<file path="src/rtl/snap_pkg.sv">
package snap_pkg;

  localparam int ADDR_W = 16;
  localparam int DATA_W = 8;

  localparam logic [6:0]  CTL_LOW7   = 7'h3F;
  localparam logic [7:0]  HIDE_LOW8  = 8'h3F;
  localparam logic [7:0]  MODE_LOW8  = 8'hFD;
  localparam logic [3:0]  MODE_HIGH4 = 4'b0001;
  localparam logic [15:0] NMI_VECTOR = 16'h0066;

  typedef struct packed {
    logic fetch_vec;
    logic ctl_rd;
    logic ctl_wr;
    logic hide_wr;
    logic mode_wr;
  } bus_ev_t;

  function automatic logic is_ctl_port(input logic [ADDR_W-1:0] a);
    return a[6:0] == CTL_LOW7;
  endfunction

  function automatic logic is_hide_port(input logic [ADDR_W-1:0] a);
    return a[7:0] == HIDE_LOW8;
  endfunction

  function automatic logic is_mode_port(input logic [ADDR_W-1:0] a);
    return (a[15:12] == MODE_HIGH4) && (a[7:0] == MODE_LOW8);
  endfunction

  function automatic logic is_vector(input logic [ADDR_W-1:0] a);
    return a == NMI_VECTOR;
  endfunction

  // sel picks the 8 KB window: 0 = ROM, 1 = RAM
  function automatic logic in_window(input logic [ADDR_W-1:0] a, input logic sel);
    return a[15:13] == {2'b00, sel};
  endfunction

endpackage

</file>
<file path="src/rtl/snap_btn_sync.sv">
module snap_btn_sync #(
  parameter int SYNC_STAGES = 2
) (
  input  logic clk,
  input  logic rst_n,
  input  logic btn_i,
  output logic press_o
);
  logic [SYNC_STAGES-1:0] sync_q;
  logic                   last_q;

  always_ff @(posedge clk or negedge rst_n) begin
    if (!rst_n) begin
      sync_q <= '0;
      last_q <= 1'b0;
    end else begin
      sync_q <= {sync_q[SYNC_STAGES-2:0], btn_i};
      last_q <= sync_q[SYNC_STAGES-1];
    end
  end

  assign press_o = sync_q[SYNC_STAGES-1] & ~last_q;

  // one event per press
  a_r10_single_press: assert property (@(posedge clk) disable iff (!rst_n)
    press_o |=> !press_o);

endmodule

</file>
<file path="src/rtl/snap_bus_decode.sv">
module snap_bus_decode
  import snap_pkg::*;
(
  input  logic              clk,
  input  logic              rst_n,
  input  logic              mreq_n,
  input  logic              iorq_n,
  input  logic              rd_n,
  input  logic              wr_n,
  input  logic              m1_n,
  input  logic [ADDR_W-1:0] addr,
  output bus_ev_t           ev_o,
  output logic              a7_o
);
  logic io_rd_act, io_wr_act, fetch_act;
  logic io_rd_q, io_wr_q, fetch_q;
  logic io_rd_first, io_wr_first, fetch_first;

  assign io_rd_act = ~iorq_n & ~rd_n;
  assign io_wr_act = ~iorq_n & ~wr_n;
  assign fetch_act = ~mreq_n & ~rd_n & ~m1_n;

  always_ff @(posedge clk or negedge rst_n) begin
    if (!rst_n) begin
      io_rd_q <= 1'b0;
      io_wr_q <= 1'b0;
      fetch_q <= 1'b0;
    end else begin
      io_rd_q <= io_rd_act;
      io_wr_q <= io_wr_act;
      fetch_q <= fetch_act;
    end
  end

  assign io_rd_first = io_rd_act & ~io_rd_q;
  assign io_wr_first = io_wr_act & ~io_wr_q;
  assign fetch_first = fetch_act & ~fetch_q;

  always_comb begin
    ev_o.fetch_vec = fetch_first & is_vector(addr);
    ev_o.ctl_rd    = io_rd_first & is_ctl_port(addr);
    ev_o.ctl_wr    = io_wr_first & is_ctl_port(addr);
    ev_o.hide_wr   = io_wr_first & is_hide_port(addr);
    ev_o.mode_wr   = io_wr_first & is_mode_port(addr);
  end

  assign a7_o = addr[7];

  // a held access yields a single event
  a_r11_rd_once: assert property (@(posedge clk) disable iff (!rst_n)
    ev_o.ctl_rd |=> !ev_o.ctl_rd);
  a_r11_wr_once: assert property (@(posedge clk) disable iff (!rst_n)
    ev_o.ctl_wr |=> !ev_o.ctl_wr);
  a_r11_fetch_once: assert property (@(posedge clk) disable iff (!rst_n)
    ev_o.fetch_vec |=> !ev_o.fetch_vec);

endmodule

</file>
<file path="src/rtl/snap_state.sv">
module snap_state
  import snap_pkg::*;
(
  input  logic    clk,
  input  logic    rst_n,
  input  bus_ev_t ev_i,
  input  logic    a7_i,
  input  logic    mode_bit_i,
  input  logic    press_i,
  output logic    paged_o,
  output logic    pend_o,
  output logic    hidden_o,
  output logic    allram_o
);
  logic paged_q, pend_q, hidden_q, allram_q;
  logic arm_ok;

  // a press is accepted only when idle and not in all-RAM mode
  assign arm_ok = press_i & ~pend_q & ~allram_q;

  always_ff @(posedge clk or negedge rst_n) begin
    if (!rst_n) begin
      paged_q  <= 1'b0;
      pend_q   <= 1'b0;
      hidden_q <= 1'b1;
      allram_q <= 1'b0;
    end else begin
      if (ev_i.fetch_vec && pend_q && !allram_q)
        paged_q <= 1'b1;
      else if (ev_i.ctl_rd)
        paged_q <= ~hidden_q & ~a7_i;

      // port write beats a simultaneous press
      if (ev_i.ctl_wr)
        pend_q <= 1'b0;
      else if (arm_ok)
        pend_q <= 1'b1;

      if (ev_i.hide_wr)
        hidden_q <= 1'b1;
      else if (arm_ok)
        hidden_q <= 1'b0;

      if (ev_i.mode_wr)
        allram_q <= mode_bit_i;
    end
  end

  assign paged_o  = paged_q;
  assign pend_o   = pend_q;
  assign hidden_o = hidden_q;
  assign allram_o = allram_q;

  a_r4_vector_pages_in: assert property (@(posedge clk) disable iff (!rst_n)
    (ev_i.fetch_vec && pend_q && !allram_q) |=> paged_q);
  a_r5_hidden_pages_out: assert property (@(posedge clk) disable iff (!rst_n)
    (ev_i.ctl_rd && hidden_q) |=> !paged_q);
  a_r6_clear_pending: assert property (@(posedge clk) disable iff (!rst_n)
    ev_i.ctl_wr |=> !pend_q);
  a_r6_hide: assert property (@(posedge clk) disable iff (!rst_n)
    ev_i.hide_wr |=> hidden_q);
  a_r7_mode_load: assert property (@(posedge clk) disable iff (!rst_n)
    ev_i.mode_wr |=> (allram_q == $past(mode_bit_i)));
  a_r8_pending_source: assert property (@(posedge clk) disable iff (!rst_n)
    $rose(pend_q) |-> $past(press_i));

endmodule

</file>
<file path="src/rtl/snap_pager_top.sv">
module snap_pager_top
  import snap_pkg::*;
(
  input  logic        clk,
  input  logic        rst_n,
  input  logic        mreq_n,
  input  logic        iorq_n,
  input  logic        rd_n,
  input  logic        wr_n,
  input  logic        m1_n,
  input  logic [15:0] addr,
  input  logic [7:0]  data,
  input  logic        button,
  output logic        nmi_n,
  output logic        rom_ce_n,
  output logic        ram_ce_n
);
  bus_ev_t ev;
  logic    a7, press;
  logic    paged, pend, hidden, allram;

  snap_btn_sync #(.SYNC_STAGES(2)) u_btn (
    .clk(clk), .rst_n(rst_n), .btn_i(button), .press_o(press)
  );

  snap_bus_decode u_dec (
    .clk(clk), .rst_n(rst_n), .mreq_n(mreq_n), .iorq_n(iorq_n),
    .rd_n(rd_n), .wr_n(wr_n), .m1_n(m1_n), .addr(addr),
    .ev_o(ev), .a7_o(a7)
  );

  snap_state u_st (
    .clk(clk), .rst_n(rst_n), .ev_i(ev), .a7_i(a7),
    .mode_bit_i(data[0]), .press_i(press),
    .paged_o(paged), .pend_o(pend), .hidden_o(hidden), .allram_o(allram)
  );

  assign nmi_n    = ~(pend & ~allram);
  assign rom_ce_n = ~(paged & ~mreq_n & in_window(addr, 1'b0));
  assign ram_ce_n = ~(paged & ~mreq_n & in_window(addr, 1'b1));

  a_r2_exclusive_ce: assert property (@(posedge clk) disable iff (!rst_n)
    !(!rom_ce_n && !ram_ce_n));
  a_r2_ce_needs_mreq: assert property (@(posedge clk) disable iff (!rst_n)
    mreq_n |-> (rom_ce_n && ram_ce_n));
  a_r9_allram_mutes: assert property (@(posedge clk) disable iff (!rst_n)
    allram |-> nmi_n);
  a_r1_hidden_blocks_ce: assert property (@(posedge clk) disable iff (!rst_n)
    !paged |-> (rom_ce_n && ram_ce_n));

endmodule

</file>
<file path="config.mk">
export PLATFORM = sky130hd
export DESIGN_NAME = snap_pager_top
export DESIGN_NICKNAME = d
export VERILOG_FILES = /design/src/rtl/snap_pkg.sv /design/src/rtl/snap_btn_sync.sv /design/src/rtl/snap_bus_decode.sv /design/src/rtl/snap_state.sv /design/src/rtl/snap_pager_top.sv
export SDC_FILE = /design/constraint.sdc
export NUM_CORES = 1
export LEC_CHECK = 0
export BUFFER_PORTS_ARGS = -buffer_cell sky130_fd_sc_hd__buf_2
export CAP_MARGIN = 20
export CELL_PAD_IN_SITES_DETAIL_PLACEMENT = 1
export CELL_PAD_IN_SITES_GLOBAL_PLACEMENT = 1
export CORE_UTILIZATION = 27
export CTS_CLUSTER_SIZE = 30
export DETAILED_ROUTE_END_ITERATION = 10
export HOLD_SLACK_MARGIN = 0.03
export PLACE_DENSITY = 0.85
export SYNTH_ARGS = -nofsm -noshare
export SYNTH_HDL_FRONTEND = slang
export SYNTH_HIERARCHICAL = 1
export SYNTH_SLANG_ARGS = --single-unit
</file>
<file path="constraint.sdc">
create_clock -name clk -period 1.9 [get_ports clk]
set_input_delay 0.095 -clock clk [delete_from_list [all_inputs] [get_ports clk]]
set_output_delay 0.095 -clock clk [all_outputs]
set_load 0.005 [all_outputs]
</file>
======== After elaboration in Yosys (flattened, before gate mapping) ========
Index checks and enable logic that the tools add are counted.
cells by class
  add/subtract/negate cells ............... 0
  multiply operators ...................... 0
  div/mod/pow operators ................... 0
  magnitude comparators ................... 0
  equal/unequal tests ..................... 6
  shifts and indexed selects .............. 0
  muxes and demuxes ....................... 6
  bitwise operators ....................... 36
  reductions and logical operators ........ 8
operators by type and width
  cell                                                                    count
  1-bit bitwise AND                                                       20
  16-bit by 7-bit equality test with 1-bit output, second input constant  1
  1-bit inverter                                                          16
  8-bit by 6-bit equality test with 1-bit output, second input constant   1
  8-bit equality test, second input constant                              1
  7-bit by 6-bit equality test with 1-bit output, second input constant   1
  1-bit 2-to-1 mux                                                        6
  2-bit nonzero test                                                      3
  4-bit by 1-bit equality test with 1-bit output, second input constant   1
  3-bit by 1-bit equality test with 1-bit output, second input constant   1
  1-bit logical AND                                                       3
  3-bit logical NOT                                                       1
  1-bit logical NOT                                                       1
storage, ports and cells
  register bits after elaboration ......... 10
  bits in latches ......................... 0
  RAM bits ................................ 0
  ROM bits ................................ 0
  bits of input ports ..................... 32
  memories kept ........................... 0

======== Longest topological paths before layout ========
Gate-level depths: netlist of run 1.
  depth after elaboration ................. 8
  gate-level depth with buffers ........... 5

======== Cells and area by module ========
The synthesis of run 1 kept the hierarchy.
by module, submodules not included
  module           instances  cells an instance  area each (um^2)
  snap_bus_decode  1          24                 207.7
  snap_state       1          14                 168.9
  snap_btn_sync    1          4                  88.8
  snap_pager_top   1          4                  40.0

======== Worst setup path after synthesis of run 1 ========
No wires, ideal clock.
  kind .................................... reg-to-reg
  from .................................... register u_dec.io_wr_q
  to ...................................... register u_st.allram_q (netlist: u_st/allram_o)
  setup time .............................. 0.127 ns
  arrival ................................. 1.385 ns
  data required time ...................... 1.773 ns
  slack ................................... 0.387 ns
  cell stages (with the launch flop) ...... 5
  path buffers ............................ 0
  period minus slack after synthesis ...... 1.513 ns
  path through ............................ dfrtp_1 or3_1 or3_4 nor2_1 mux2_1
RTL lines
  element                 RTL line               RTL
  start, declared         snap_bus_decode.sv:16  logic io_rd_q, io_wr_q, fetch_q;
  start signal, assigned  snap_bus_decode.sv:30  io_wr_q <= io_wr_act;
  end signal, assigned    snap_state.sv:45       allram_q <= mode_bit_i;
  end, declared           snap_state.sv:15       logic paged_q, pend_q, hidden_q, allram_q;

==> out/results.ini, run 1 <==
[clocking]
clock_latency_ns=0.26
cts_made_buffers=3
cts_max_path_buffers=2
cts_sinks=10
htree_levels=1
clk_pin_slew_worst_paths_ns=0.07
cts_root_buf=clkbuf_4
cts_tree=built

[power_and_ir_drop]
switchingPower_mw=0.1138
power_frac_clock_pct=39.2
power_density_nw_per_um2=627.2
vdd_ir_drop_max_mv=0.3150
finalPower_mw=0.4928
seqPwrFrac_pct=45.8
p_leak_nw=0.3737
p_int_mw=0.3790
p_sw_share_pct=23.10
pwr-share-comb_pct=15.0

[sta]
setup_tns_ns=0
maxSlewViolCount=0
holdWs_ns=0.06884
setup_violations=0
setup_slack_ns=0.1030
fin_crit_sh_pct=94.58
hold_violations=0
tightest_slew_ns=0.4355
skew_ns=0.001191
period_needed_ns=1.797
grt_setup_unrepaired=no
slew_headroom_pct=70.56
max_freq_ghz=0.5565

[finish]
instances_no_fill=109
drive_gt1_share_pct=44.05
nets=117
antenna_cells=0
fin_util_pct=45.02
area_growth_pct=55.45
multi_input_area_um2=244.0
fill_cells=203
seq_area_um2=251.5
design_area_um2=785.8

[grt]
grt_max_degree=11
antenna_found_initial=0
grt.overflow.total=0
grt_pass1_vias=585
track_usage_pct=18.71
grt_pass1_wl_um=2546

[synth]
synth_cells=46
async_flop_share_pct=100.0
synth_cell_types=23
synthTopCellsByArea=dfrtp_1 (45%), dfstp_2 (5.2%), nand2b_1 (5.0%)
synth.most_common_cell=dfrtp_1
synth_area_leader_cell=dfrtp_1
ys_seq_area_share_pct=49.75
yosys-top-cells-count=dfrtp_1 (9), nand2b_1 (4), nor2_1 (4), nor3_1 (4), nand2_1 (3)
synth_edf_count=0
avgSynthCellArea_um2=10.99
ys_warn_count=6
synth_seq_cells=10
syn_area_um2=505.5
synth_flop_cell=dfrtp_1
synth.top_cell.area_share_pct=44.55
syn_nets=78

[floorplan]
start_util_pct=28.96
die_w_um=45.27
die_y_um=45.27
ios=35
num_rows=15
core_area_um2=1745
dieArea_um2=2049

[route]
viasPerCell=4.789
drtAntennaViolNets=0
first_pass_iters=4
wirelength_um=1721
drc=0
first_iter_violations=4
highest_layer=met4
wl_met3_um=51
routed-wl-met2_um=998
drt-met1-wl_um=608
vias=522
wl_per_cell_um=15.79

[place]
placedCellCount=97
gp_congestion=0.7096
dpl_worst_slack_ns=0.2940
placed_area_um2=664.4
portBuffers=27

[setup_path]
path_max_fanout=3
crit_path_end_kind=flop
critPathKind=input pin to flop
crit_required_ns=2.08
start_kind=input pin
arrival_ns=1.98

[run]
cap_violations=0

[status]
outcome=finished, final reports clean

[worst_hold_path]
hp-class=input pin to flop

-- kinds of logic (layout without fill, tap and decap cells) --
group	Yosys count	after routing	share of synthesized area, %
muxes	1	1	2.228
DFF	10	10	49.75
AOI/OAI and AO/OA	3	3	4.208
and+or+nand+nor	29	29	40.84
buffers and inverters	3	41	2.971
-- area by class of cell --
| class | instances | share of cell area (%) |
|---|---|---|
| multi-input combinational | 33 | 31.05 |
| sequential | 10 | 32.01 |
| clock buffer | 4 | 4.618 |
| tap | 25 | 3.981 |
| timing repair buffer | 35 | 27.39 |
| inverter | 2 | 0.9554 |
-- what timing repair did --
item	in CTS	in global routing
buffers inserted	0	0
hold buffers	8	0
resized for setup	0	1
endpoints found under the setup margin	0	1
hold endpoints to repair	14	0
-- layer usage --
metal / global-route usage [%] / up-vias
li1: - / 246
met1: 19.14 / 254
met2: 33.62 / 16
met3: 4.800 / 6
met4: 11.52 / 0
met5: 0 / -
-- power groups by stage --
stage          sequential (mW)  combinational, mW  clock [mW]
4_1_cts                  0.226             0.0703       0.202
6_report                 0.226             0.0737       0.193
5_1_grt                  0.227             0.0789       0.211
3_3_place_gp             0.229             0.0544           0
2_1_floorplan            0.229             0.0191           0
3_5_place_dp             0.230             0.0566           0
-- cells in the final DEF, fill, tap and decap left out --
master and count:
a21o_1 1, a21oi_1 1, buf_2 27, clkbuf_4 3, clkbuf_8 1, dfrtp_1 9, dfstp_2 1, dlygate4sd3_1 8
inv_1 2, mux2_1 1, nand2_1 3, nand2b_1 4, nand3_1 1, nand4_1 1, nand4b_1 1, nor2_1 4
nor2b_4 1, nor3_1 3, nor3_2 2, nor4b_1 2, nor4b_4 1, o221ai_1 1, or3_1 1, or3_4 1
or3b_1 2, or4_1 2
-- worst paths after layout --
check                           slack, ns                   endpoint                      start  cells after the start
worst max-delay path                 0.10   u_st/paged_o$_DFFE_PN0P_                       rd_n                      6
worst min-delay path                 0.07  u_st/allram_o$_DFFE_PN0P_                    data[0]                      2
worst max register to register       0.29   u_st/paged_o$_DFFE_PN0P_    u_dec/io_rd_q$_DFF_PN0_                      4
worst min register to register       0.35  u_btn/sync_q[1]$_DFF_PN0_  u_btn/sync_q[0]$_DFF_PN0_                      0
max in group asynchronous            1.42  u_st/hidden_o$_DFFE_PN1P_                      rst_n                      2
min in group asynchronous            0.23    u_dec/io_wr_q$_DFF_PN0_                      rst_n                      2
-- critical path, cell delays in order --
cell	delay, ns
dlygate4sd3_1	0.53
buf_2	0.14
or4_1	0.57
nor3_2	0.19
or3b_1	0.38
o221ai_1	0.08
-- state kept, by name, summed over array words and instances (netlist names) --
signal / cells
u_dec/io_rd_q: 1
u_btn/sync_q: 2
u_dec/io_wr_q: 1
u_st/paged_o: 1
u_st/pend_o: 1
u_dec/fetch_q: 1
u_st/allram_o: 1
u_st/hidden_o: 1
u_btn/last_q: 1
Note: power is estimated with default switching activity, not from simulation.
==> run 2: changes to the inputs <==
BUFFER_PORTS_ARGS = -buffer_cell sky130_fd_sc_hd__clkbuf_2   (was -buffer_cell sky130_fd_sc_hd__buf_2)
CORE_UTILIZATION = 29   (was 27)
CTS_BUF_LIST = sky130_fd_sc_hd__clkbuf_8   (was unset)
PLACE_DENSITY = 0.9   (was 0.85)
==> run 2 against run 1 <==
Final cell count shrank 12%. Largest power group is now clock. Design area shrank 4.8%. Fmax grew 0.74%. Critical endpoint is now u_st/allram_o$_DFFE_PN0P_. Sequential share of layout area grew 1.6 points. Count of clock-buffer cells in the layout is the same. Hold slack lost 0.012 ns. Core utilization grew 3.0 points. Critical path depth is the same. Via count shrank 6.7%. Non-clock buffer count shrank 4. Combinational power shrank 14%. Sequential power is essentially flat.
==> out/results.ini, run 2 (synthesized netlist as in run 1, its figures left out) <==
[sta]
period_needed_ns=1.784  ; -0.01321 ns
slew_headroom_pct=69.86  ; -0.69 points
tightest_slew_ns=0.4458  ; +0.01028 ns
hold_violations=0  ; unchanged
fin_crit_sh_pct=93.88  ; -0.70 points
skew_ns=0.004648  ; +0.003457 ns
maxSlewViolCount=0  ; unchanged
max_freq_ghz=0.5606  ; +0.74%
grt_setup_unrepaired=no
setup_violations=0  ; unchanged
setup_tns_ns=0  ; unchanged

[grt]
grt_max_degree=11  ; unchanged
track_usage_pct=17.80  ; -0.91 points
antenna_found_initial=0  ; unchanged
grt_pass1_wl_um=2401  ; -5.7%
grt_pass1_vias=559  ; -4.4%
grt.overflow.total=0  ; unchanged

[route]
drtAntennaViolNets=0  ; unchanged
vias=487  ; -6.7%
viasPerCell=5.073  ; +5.9%
drc=0  ; unchanged
wirelength_um=1393  ; -19%
wl_per_cell_um=14.51  ; -8.1%
first_iter_violations=5  ; +1
first_pass_iters=3  ; -1

[worst_hold_path]
hp-class=input pin to flop
min-delay-start=iorq_n

[place]
portBuffers=27  ; unchanged
gp_congestion=0.7690  ; +8.4%
placedCellCount=88  ; -9.3%

[clocking]
htree_levels=1  ; unchanged
cts_root_buf=clkbuf_8
clk_pin_slew_worst_paths_ns=0.05  ; -0.02 ns
cts_sinks=10  ; unchanged
cts_made_buffers=3  ; unchanged
cts_tree=built
cts_max_path_buffers=2  ; unchanged
clock_latency_ns=0.24  ; -0.02 ns
postCtsSetupBuffers=0  ; unchanged

[setup_path]
path_max_fanout=3  ; unchanged
cp-startpoint=wr_n
arrival_ns=1.90  ; -0.08 ns
start_kind=input pin
critPathKind=input pin to flop
crit_required_ns=2.01  ; -0.07 ns
crit_path_end_kind=flop
r2r-start=u_dec/io_rd_q$_DFF_PN0_

[power_and_ir_drop]
power_frac_clock_pct=47.9  ; +8.7 points
p_int_mw=0.4404  ; +16%
switchingPower_mw=0.1159  ; +1.8%
seqPwrFrac_pct=40.7  ; -5.1 points
power_density_nw_per_um2=743.5  ; +19%
pwr-share-comb_pct=11.4  ; -3.6 points
p_sw_share_pct=20.84  ; -2.3 points
p_leak_nw=0.3665  ; -1.9%
vdd_ir_drop_max_mv=0.4547  ; +44%

[finish]
antenna_cells=0  ; unchanged
layout_common_cells=clkbuf_2 (27), dfrtp_1 (9)
drive_gt1_share_pct=45.00  ; +0.95 points
top_register=u_btn/sync_q
fill_cells=184  ; -9.4%
final_common_cell=clkbuf_2
area_growth_pct=48.02
nets=113  ; -3.4%
largest_reg_flops=2  ; unchanged
instances_no_fill=96  ; -12%

[run]
cap_violations=0  ; unchanged

[floorplan]
die_y_um=43.75  ; -3.4%
num_rows=14  ; -1
ios=35  ; unchanged
start_util_pct=32.42  ; +3.5 points
dieArea_um2=1914  ; -6.6%
core_area_um2=1559  ; -11%
die_w_um=43.75  ; -3.4%

[status]
outcome=finished, final reports clean

[run 2: cell type report]
type                    count  area, µm²  area share, %
flip-flops and latches     10      251.5          33.61
multi-input cells          33      239.0          31.94
repair buffers             31      175.2          23.41
clock buffers               4      55.05          7.358
well taps                  16      20.02          2.676
inverters                   2      7.507          1.003
[run 2: critical path, stage by stage]
cell and delay (ns):
dlygate4sd3_1 0.53, clkbuf_2 0.11, or3_1 0.35, or3_4 0.36
nor2_1 0.13, mux2_1 0.32
[run 2: routing by layer]
metal  global-route usage [%]  routed length [µm]  vias to the layer above  share of wire, %
met3                    2.917                  52                        4               3.7
li1                         -                   -                      233                 -
met4                    9.375                  31                        0               2.2
met5                        0                   0                        -                 0
met1                    19.68                 514                      233                37
met2                    32.24                 795                       17                57
[run 2: power groups by stage]
stage	clock (mW)	combinational, mW	sequential, mW
final	0.266	0.0635	0.226
after global routing	0.289	0.0702	0.227
after CTS	0.272	0.0644	0.227
after detailed placement	0	0.0565	0.230
after global placement	0	0.0544	0.229
after floorplan	0	0.0191	0.229
[run 2: metrics by stage]
stage | hold WS [ns] | utilization, % | total power [mW] | area (µm²) | worst slack [ns]
3_5_place_dp | -0.02713 | 41.89 | 0.2864 | 653.1 | 0.2978
5_1_grt | 0.05403 | 47.99 | 0.5868 | 748.2 | 0.07487
2_1_floorplan | -0.2006 | - | 0.2480 | 505.5 | 0.3873
3_3_place_gp | -0.03266 | 41.89 | 0.2839 | 653.1 | 0.3470
6_report | 0.05727 | 47.99 | 0.5563 | 748.2 | 0.1162
4_1_cts | 0.04550 | 47.99 | 0.5633 | 748.2 | 0.1256
[run 2: what timing repair did]
action                    in CTS  in global routing
hold endpoints to repair      13                  0
gates resized for setup        0                  0
hold buffers                   4                  0
[run 2: path summary, 6_finish.rpt]
check | endpoint | slack [ns] | cells past startpoint
worst max-delay path | u_st/allram_o$_DFFE_PN0P_ | 0.12 | 6
worst min-delay path | u_dec/io_wr_q$_DFF_PN0_ | 0.06 | 2
worst max register to register | u_st/paged_o$_DFFE_PN0P_ | 0.30 | 4
worst min register to register | u_btn/sync_q[1]$_DFF_PN0_ | 0.35 | 0
max in group asynchronous | u_st/hidden_o$_DFFE_PN1P_ | 1.38 | 2
min in group asynchronous | u_dec/fetch_q$_DFF_PN0_ | 0.25 | 2
